<file path="config.mk">
export PLATFORM = sky130hd
export DESIGN_NAME = dsp_periph_ctrl
export DESIGN_NICKNAME = d
export VERILOG_FILES = /design/src/rtl/dsp_periph_ctrl.sv
export SDC_FILE = /design/constraint.sdc
export NUM_CORES = 1
export LEC_CHECK = 0
export ABC_CLOCK_PERIOD_IN_PS = 5300
export CAP_MARGIN = 20
export CORE_ASPECT_RATIO = 1.2
export CORE_MARGIN = 2
export CORE_UTILIZATION = 36
export CTS_BUF_LIST = sky130_fd_sc_hd__clkbuf_4 sky130_fd_sc_hd__clkbuf_8
export DETAILED_ROUTE_END_ITERATION = 10
export PLACE_DENSITY = 0.89
export SKIP_CTS_REPAIR_TIMING = 1
export SYNTH_ARGS = -nofsm -noshare
export SYNTH_HDL_FRONTEND = slang
export SYNTH_SLANG_ARGS = --single-unit
</file>
<file path="constraint.sdc">
create_clock -name clk -period 5.3 [get_ports clk]
set_clock_uncertainty 0.1 [all_clocks]
set_input_delay 1.59 -clock clk [delete_from_list [all_inputs] [get_ports clk]]
set_output_delay 1.59 -clock clk [all_outputs]
set_load 0.05 [all_outputs]
</file>
<file path="src/rtl/dsp_periph_ctrl.sv">
module dsp_periph_ctrl #(
  parameter int          AW         = 24,
  parameter int          DW         = 24,
  parameter int          STOP_AFTER = 3,
  parameter logic [23:0] A_ZERO     = 24'hFFFFB3,
  parameter logic [23:0] A_IDLE     = 24'hFFFFC4,
  parameter logic [23:0] A_STAT     = 24'hFFFFC5,
  parameter logic [23:0] A_DMA      = 24'hFFFFD4,
  parameter logic [23:0] FILL       = 24'h0ABABA
) (
  input  logic          clk,
  input  logic          rst_n,
  input  logic          bus_sel,
  input  logic          bus_we,
  input  logic [AW-1:0] bus_addr,
  input  logic [DW-1:0] bus_wdata,
  output logic [DW-1:0] bus_rdata,
  input  logic          frame_start,
  input  logic          dma_eol,
  input  logic          instr_retired,
  output logic          core_idle,
  output logic          dma_sel,
  output logic          dma_we,
  output logic [1:0]    dma_idx,
  output logic [DW-1:0] dma_wdata,
  input  logic [DW-1:0] dma_rdata,
  input  logic          dma_running,
  output logic          dma_stop
);
  localparam int CW = $clog2(STOP_AFTER + 1);

  logic [1:0]    stat_q;
  logic          eol_q;
  logic [CW-1:0] cnt_q;
  logic          rd, wr, hit_zero, hit_idle, hit_stat, hit_dma;
  logic [DW-1:0] stat_view, rmux;

  assign rd       = bus_sel && !bus_we;
  assign wr       = bus_sel && bus_we;
  assign hit_zero = bus_addr == AW'(A_ZERO);
  assign hit_idle = bus_addr == AW'(A_IDLE);
  assign hit_stat = bus_addr == AW'(A_STAT);
  assign hit_dma  = bus_addr[AW-1:2] == AW'(A_DMA) >> 2;

  assign dma_sel   = bus_sel && hit_dma;
  assign dma_we    = bus_we;
  assign dma_idx   = bus_addr[1:0];
  assign dma_wdata = bus_wdata;

  always_comb begin
    stat_view      = '0;
    stat_view[1:0] = stat_q;
    stat_view[7]   = eol_q;
  end

  always_comb begin
    if (hit_stat)      rmux = stat_view;
    else if (hit_dma)  rmux = dma_rdata;
    else if (hit_zero) rmux = '0;
    else               rmux = DW'(FILL);
  end

  logic [1:0] clr_bits;
  logic       clr_eol;
  assign clr_bits = (wr && hit_stat) ? bus_wdata[1:0] : 2'b00;
  assign clr_eol  = wr && hit_stat && bus_wdata[7];

  always_ff @(posedge clk) begin
    if (!rst_n) begin
      stat_q    <= '0;
      eol_q     <= 1'b0;
      core_idle <= 1'b0;
      bus_rdata <= '0;
      cnt_q     <= '0;
      dma_stop  <= 1'b0;
    end else begin
      stat_q <= (stat_q & ~clr_bits) | {frame_start, 1'b0};
      eol_q  <= (eol_q && !clr_eol) || dma_eol;
      if (wr && hit_idle && bus_wdata[0]) core_idle <= 1'b1;
      if (rd) bus_rdata <= rmux;
      dma_stop <= 1'b0;
      if (instr_retired && dma_running) begin
        if (cnt_q == CW'(STOP_AFTER - 1)) begin
          cnt_q    <= '0;
          dma_stop <= 1'b1;
        end else begin
          cnt_q <= cnt_q + 1'b1;
        end
      end
    end
  end

  a_r8_idle_sticky: assert property (@(posedge clk) disable iff (!rst_n)
    core_idle |=> core_idle);
  a_r5_start_sets: assert property (@(posedge clk) disable iff (!rst_n)
    frame_start |=> stat_q[1]);
  a_r7_eol_set_wins: assert property (@(posedge clk) disable iff (!rst_n)
    dma_eol |=> eol_q);
  a_r10_stop_cause: assert property (@(posedge clk) disable iff (!rst_n)
    dma_stop |-> $past(instr_retired && dma_running));
  a_r10_single_pulse: assert property (@(posedge clk) disable iff (!rst_n)
    dma_stop |=> !dma_stop);
  a_r2_fill: assert property (@(posedge clk) disable iff (!rst_n)
    rd && !hit_stat && !hit_dma && !hit_zero |=> bus_rdata == DW'(FILL));
  a_r11_hold: assert property (@(posedge clk) disable iff (!rst_n)
    !rd |=> $stable(bus_rdata));
endmodule

</file>
==> out/results.txt, run 1 <==
worst reg2reg startpoint = bus_rdata[7]
Synth area leader = dfxtp_1
CP startpoint kind = input port
outcome = complete, no violations
Routed wire per std cell = 14.1 µm
share of layout cells above drive strength 1 = 0.121
RSZ-0062 raised after global routing = false
initial antenna violation count = 0
Final Hold Viols = 0
met2 GRT Util = 0.302
post-DR vias/cell = 5.11
CP max FO = 3
number of iterations in the first detailed-routing pass = 4
hold_ws = 342 ps
worst hold stages = 2
Total GRT Usage = 0.174
die area = 0.00499 mm²
WS Path Type = input port to primary output
vias in the first global route = 1,537
synth-to-layout area growth = 55.1%
LEAKAGE = 0.000888 µW
H-tree depth = 2
worst-margin pin slew = 747 ps
Critical Path, Cell by Cell = clkdlybuf4s50_1 -> nand4_1 -> nor4_1 -> nand2_1 -> nor2_1 -> buf_12
Main synth FF type = dfxtp_1
die width = 64.8 µm
final instance area = 0.00248 mm²
# IOs = 134
Pins Over Slew Limit = 0
number of synthesized flops with an enable pin = 0
Inst Count DP = 287
worst hold path class = flip-flop to flip-flop
synthesized area = 0.00160 mm²
pin count of the biggest net entering global routing = 21
Power Density = 246 mW/mm²
GRT overflow = 0
synthesized netlist net count = 254
Worst R2R Path Depth = 3
Seq cells post-synth = 31
Peak Freq = 202 MHz
Slew headroom = 0.500
clk slew on worst S/H paths = 60 ps
critical path's slowest cell = clkdlybuf4s50_1
clock net sink count = 31
worst slack at placement = 320 ps
total CTS buffers = 5
Worst EP required = 3610 ps
die height = 77.0 µm
fin nets = 318
Starting Density = 0.375
sequential-to-total area share from yosys stat = 0.389
Clock Path Buffers = 2
Post-DP HPWL = 3.22 mm
GPL Wtd Cong = 0.744
most used routing layer = met2
first-pass GRT wire length = 6.93 mm
setup_tns = 0 ps
worst skew pair latency = 270 ps
core box area = 0.00426 mm²
GR Util met3 = 0.0455
final non-filler cell total = 295
dpl cell area = 0.00236 mm²
Row Count = 26
top cell type's share of synthesized area = 0.389
Period Utilization, post-route = 0.933
Syn Area/Cell = 9.18 µm²
Antenna Nets Post-Route = 0
WL final = 4.16 mm
critical path arrival = 3260 ps
Max-Cap Viols = 0
Final WS setup = 353 ps
register-to-register setup slack = 4360 ps
Area contributors post-synth = dfxtp_1 39%, buf_4 13%, o22ai_2 7.8%
Distinct cells, synth = 37
R2R Path End = bus_rdata[7]
Max IR drop VDD = 0.116 mV
port bufs = 91
met1 global-route usage = 0.196
Via Count = 1,508
Post-Synthesis Cells = 174
Final min period = 4950 ps
# setup viols final = 0
DR iter-0 viols = 99
Hold Path End = stat_q[0]
CTS root buffer = clkbuf_8
CTS tree = done
min-delay src = stat_q[0]
# DRC = 0
Synthesis Warnings = 0
Crit. End Element = primary output
number of diodes = 0
Crit path largest cell delay = 460 ps
Async S/R FF share, synth = 0
## cell usage after synthesis (all sizes together) (3+ instances only)
cell / count
nand2: 32
a31oi: 3
dfxtp: 31
buf: 30
nor4: 3
o22ai: 11
nor2b: 4
a21oi: 5
clkbuf: 6
nor2: 3
a221o: 10
inv: 3
o21a: 3
nand3: 3
o21ai: 6
nand4: 6
## cells in the final DEF, fill, tap and decap left out, drive strengths merged, types with 2 or more instances in the layout
cell,n
buf,3
and4,2
nor3b,2
a221o,10
nand3,3
nor2,3
nand4,6
nand2,32
a31oi,3
clkdlybuf4s50,90
o22ai,11
inv,3
o21a,3
a21oi,5
clkbuf,6
dfxtp,31
nor3,2
nor4,3
a41oi,2
o21ai,6
nor2b,4
## where the power goes
part	switching, µW	leakage, µW	internal, µW
Combinational	63.0	0.000574	64.2
Clock	83.7	0.0000612	152
Sequential	4.16	0.000253	241
Total	151	0.000888	457
## final cells by class
class                   instances  area [µm²]
clock buffers                   6        82.6
clock inverters                 2        35.0
fillers                       384        1790
inverters                       3        11.3
multi-input cells             104         721
flip-flops and latches         31         621
well taps                      56        70.1
repair buffers                 93         936
## sequential cells by signal, indices dropped and copies added, names as in the netlist
| register | cells |
|---|---|
| stat_q | 2 |
| bus_rdata | 24 |
| cnt_q | 2 |
| eol_q | 1 |
| core_idle | 1 |
| dma_stop | 1 |
## cells by family (layout without fill, tap and decap cells)
| group | Yosys count | after routing | synth area share |
|---|---|---|---|
| compound gates | 42 | 42 | 0.229 |
| buf+inv | 39 | 104 | 0.161 |
| flops | 31 | 31 | 0.389 |
| simple gates | 62 | 62 | 0.221 |
## worst max-delay path by stage
| stage | from | to | slack [ps] | depth (start not counted) |
|---|---|---|---|---|
| floorplan | bus_addr[10] | dma_sel | 670 | 4 |
| global placement | bus_addr[10] | dma_sel | 360 | 6 |
| detailed placement | bus_addr[10] | dma_sel | 320 | 6 |
| CTS | bus_addr[10] | dma_sel | 320 | 6 |
| global route | bus_addr[10] | dma_sel | 210 | 6 |
| finish | bus_addr[10] | dma_sel | 350 | 6 |
## routing by layer
metal,routed length (µm),part of all wire
met1,1650,0.40
met2,2090,0.50
met3,315,0.076
met4,98,0.024
met5,0,0
## worst max-delay path: cells and delay by family
family / cells / cell delay (ps)
buffers and inverters: 2 / 620
AND/OR/NAND/NOR: 4 / 1040
## per-stage QoR
stage	util	total power, µW
3_5_place_dp	0.553	378
3_3_place_gp	0.553	375
4_1_cts	0.581	616
2_1_floorplan	-	355
6_report	0.581	608
5_1_grt	0.581	634
Power figures use the tool's default switching activity.
==> run 2, diff against run 1 <==
REMOVE_ABC_BUFFERS = 1   (was not set)
==> out/results.txt, run 2 (synthesis results as in run 1) <==
outcome = complete, no violations
Max-Cap Viols = 0
DR iter-0 viols = 61
Period Utilization, post-route = 0.918
# IOs = 134
CP startpoint kind = input port
share of layout cells above drive strength 1 = 0.121
H-tree depth = 2
post-DR vias/cell = 5.29
commonest non-fill, non-tap cells in the layout = 90 x clkdlybuf4s50_1, 32 x nand2_1, 31 x dfxtp_1
core box area = 0.00426 mm²
Final min period = 4870 ps
Critical path buffers and inverters = 2
setup_tns = 0 ps
Critical Path, Cell by Cell = clkdlybuf4s50_1 -> nand4_1 -> nor4_1 -> nand2_1 -> nor2_1 -> buf_12
first-pass GRT wire length = 7.53 mm
pin count of the biggest net entering global routing = 36
WL final = 4.76 mm
die height = 77.0 µm
CP top delay family = simple AND/OR/NAND/NOR gates
GRT overflow = 0
LEAKAGE = 0.000888 µW
CP max FO = 3
Power Density = 247 mW/mm²
die width = 64.8 µm
# setup viols final = 0
clock net sink count = 31
critical path's slowest cell = clkdlybuf4s50_1
number of fill cells = 365
worst skew pair latency = 280 ps
initial antenna violation count = 0
critical path arrival = 3180 ps
port bufs = 91
Clock Path Buffers = 2
die area = 0.00499 mm²
Worst EP required = 3610 ps
Antenna Nets Post-Route = 0
Post-DP HPWL = 3.72 mm
RSZ-0062 raised after global routing = false
vias in the first global route = 1,563
# DRC = 0
Crit. End Element = primary output
Slew headroom = 0.514
clk slew on worst S/H paths = 70 ps
Pins Over Slew Limit = 0
worst hold path class = flip-flop to flip-flop
fin nets = 318
worst-margin pin slew = 728 ps
Final Hold Viols = 0
CTS tree = done
final core utilization = 0.581
commonest non-fill, non-tap cell in the layout = clkdlybuf4s50_1
Peak Freq = 205 MHz
synth-to-layout area growth = 55.1%
Starting Density = 0.375
Crit path largest cell delay = 450 ps
WS Path Type = input port to primary output
Total GRT Usage = 0.197
number of diodes = 0
total CTS buffers = 5
top flop regs = bus_rdata (24), cnt_q (2), stat_q (2)
GPL Wtd Cong = 0.794
Row Count = 26
number of iterations in the first detailed-routing pass = 4
Via Count = 1,560
CTS root buffer = clkbuf_8
Routed wire per std cell = 16.1 µm
Power Total = 611 µW
Biggest register = bus_rdata
Max IR drop VDD = 0.113 mV
max FFs per register = 24
[run 2: metal layers]
metal | vias to the layer above | part of all wire | global-route usage
met5 | - | 0 | 0.0568
met4 | 0 | 0.018 | 0.0617
met1 | 722 | 0.39 | 0.221
li1 | 736 | - | -
met3 | 11 | 0.10 | 0.101
met2 | 91 | 0.48 | 0.315
[run 2: through the flow]
step / instances / setup slack (ps) / cell area, µm² / hold slack, ps
floorplan: 138 / 668 / 1350 / 312
global placement: 287 / 462 / 2360 / 322
detailed placement: 287 / 421 / 2360 / 326
CTS: 295 / 419 / 2480 / 338
global route: 295 / 207 / 2480 / 383
finish: 295 / 434 / 2480 / 337
[run 2: final timing paths]
kind | start | endpoint | cells after the start | slack [ps]
min | stat_q[0] | stat_q[0] | 2 | 340
min reg2reg | stat_q[0] | stat_q[0] | 2 | 340
max | bus_addr[10] | dma_sel | 6 | 430
max reg2reg | bus_rdata[7] | bus_rdata[7] | 3 | 4370
[run 2: worst register-to-register path: stages (launching register included)]
cell and delay [ps]:
dfxtp_1 350, o21ai_0 90, a41oi_1 190, o21a_1 140
[run 2: report_power, final]
group	switching (µW)	total, µW	internal [µW]
Sequential	4.75	246	241
Clock	85.9	238	152
Combinational	63.3	127	64.2
[run 2: final cells by class]
type                            count  area [µm²]  share of cell area
Clock buffer                        6        82.6              0.0334
Clock inverter                      2        35.0              0.0141
Inverter                            3        11.3             0.00455
Multi-Input combinational cell    104         721               0.291
Sequential cell                    31         621               0.251
Tap cell                           56        70.1              0.0283
Timing Repair Buffer               93         936               0.378
==> run 3, diff against run 2 <==
CTS_CLUSTER_DIAMETER = 120   (was not set)
GPL_TIMING_DRIVEN = 0   (was not set)
==> out/results.txt, run 3 (synthesis results as in run 1) <==
outcome = complete, no violations
final core utilization = 0.581
max FFs per register = 24
Power Density = 248 mW/mm²
critical path's slowest cell = nor4_1
GRT overflow = 0
worst-margin pin slew = 672 ps
Row Count = 26
Total GRT Usage = 0.181
worst skew pair latency = 280 ps
critical path arrival = 3320 ps
Inst Count DP = 286
clk slew on worst S/H paths = 70 ps
# IOs = 134
clock net sink count = 31
share of layout cells above drive strength 1 = 0.121
commonest non-fill, non-tap cells in the layout = 90 x clkdlybuf4s50_1, 32 x nand2_1, 31 x dfxtp_1
synth-to-layout area growth = 55.1%
CTS tree = done
Pins Over Slew Limit = 0
Crit. End Element = primary output
Worst EP required = 3610 ps
commonest non-fill, non-tap cell in the layout = clkdlybuf4s50_1
Critical path buffers and inverters = 2
vias in the first global route = 1,515
Slew headroom = 0.551
# DRC = 0
first-pass GRT wire length = 6.93 mm
worst hold path class = flip-flop to flip-flop
dpl cell area = 0.00235 mm²
CP top delay family = simple AND/OR/NAND/NOR gates
Biggest register = bus_rdata
core box area = 0.00426 mm²
final non-filler cell total = 295
hold_ws = 336 ps
post-DR vias/cell = 5.32
H-tree depth = 2
initial antenna violation count = 0
CTS root buffer = clkbuf_8
number of diodes = 0
Via Count = 1,568
DR iter-0 viols = 52
RSZ-0062 raised after global routing = false
WS Path Type = input port to primary output
Starting Density = 0.375
P_sw = 155 µW
Pint = 458 µW
Max IR drop VDD = 0.0963 mV
Comb pwr share = 0.209
storage element area = 621 µm²
number of iterations in the first detailed-routing pass = 5
sequential power share = 0.401
die height = 77.0 µm
die area = 0.00499 mm²
fin nets = 318
GPL Wtd Cong = 0.829
die width = 64.8 µm
area occupied by multi-input gates = 721 µm²
total CTS buffers = 5
Antenna Nets Post-Route = 0
Max-Cap Viols = 0
CP max FO = 3
Period Utilization, post-route = 0.945
port bufs = 91
switching part of the total = 0.253
Critical Path, Cell by Cell = clkdlybuf4s50_1 -> nand4_1 -> nor4_1 -> nand2_1 -> nor2_1 -> clkbuf_2
Routed wire per std cell = 15.5 µm
LEAKAGE = 0.000889 µW
number of fill cells = 375
Crit path largest cell delay = 470 ps
Clock Path Buffers = 2
# setup viols final = 0
Final Hold Viols = 0
Final min period = 5010 ps
Peak Freq = 200 MHz
clock group share of total power = 0.391
final instance area = 0.00248 mm²
WL final = 4.59 mm
CP startpoint kind = input port
pin count of the biggest net entering global routing = 36
Post-DP HPWL = 3.52 mm
top flop regs = bus_rdata (24), cnt_q (2), stat_q (2)
## run 3: layout make-up
| cell class | count | area share |
|---|---|---|
| well taps | 56 | 0.0283 |
| inverters | 3 | 0.00455 |
| multi-input cells | 104 | 0.291 |
| flip-flops and latches | 31 | 0.251 |
| clock buffers | 6 | 0.0334 |
| clock inverters | 2 | 0.0141 |
| repair buffers | 93 | 0.378 |
## run 3: worst paths after layout
kind / endpoint / slack (ps) / cells past startpoint / from
max: dma_sel / 290 / 6 / bus_addr[7]
min reg2reg: stat_q[0] / 340 / 2 / stat_q[0]
min: stat_q[0] / 340 / 2 / stat_q[0]
max reg2reg: bus_rdata[7] / 4350 / 3 / bus_rdata[7]
## run 3: through the flow
step	total power [µW]	worst slack (ps)	TNS (ps)
finish	614	293	0
global route	636	83.2	0
CTS	618	-253	-253
detailed placement	378	-238	-238
global placement	374	-189	-189
floorplan	295	668	0
## run 3: worst register-to-register path, delay by kind of cell (launching register included)
kind	cells	cell delay, ps
AO/OA/AOI/OAI	3	460
flip-flops	1	340
## run 3: layer usage
layer | vias to the layer above | GRT usage | share of wire
li1 | 735 | - | -
met5 | - | 0.0568 | 0
met4 | 0 | 0.0787 | 0.025
met3 | 11 | 0.0982 | 0.11
met1 | 722 | 0.193 | 0.39
met2 | 100 | 0.288 | 0.47
## run 3: power by group through the flow
stage / registers (µW) / clock network, µW / logic [µW]
5_1_grt: 246 / 253 / 136
2_1_floorplan: 273 / 0 / 22.3
3_3_place_gp: 250 / 0 / 124
3_5_place_dp: 251 / 0 / 127
4_1_cts: 246 / 244 / 128
6_report: 246 / 240 / 128
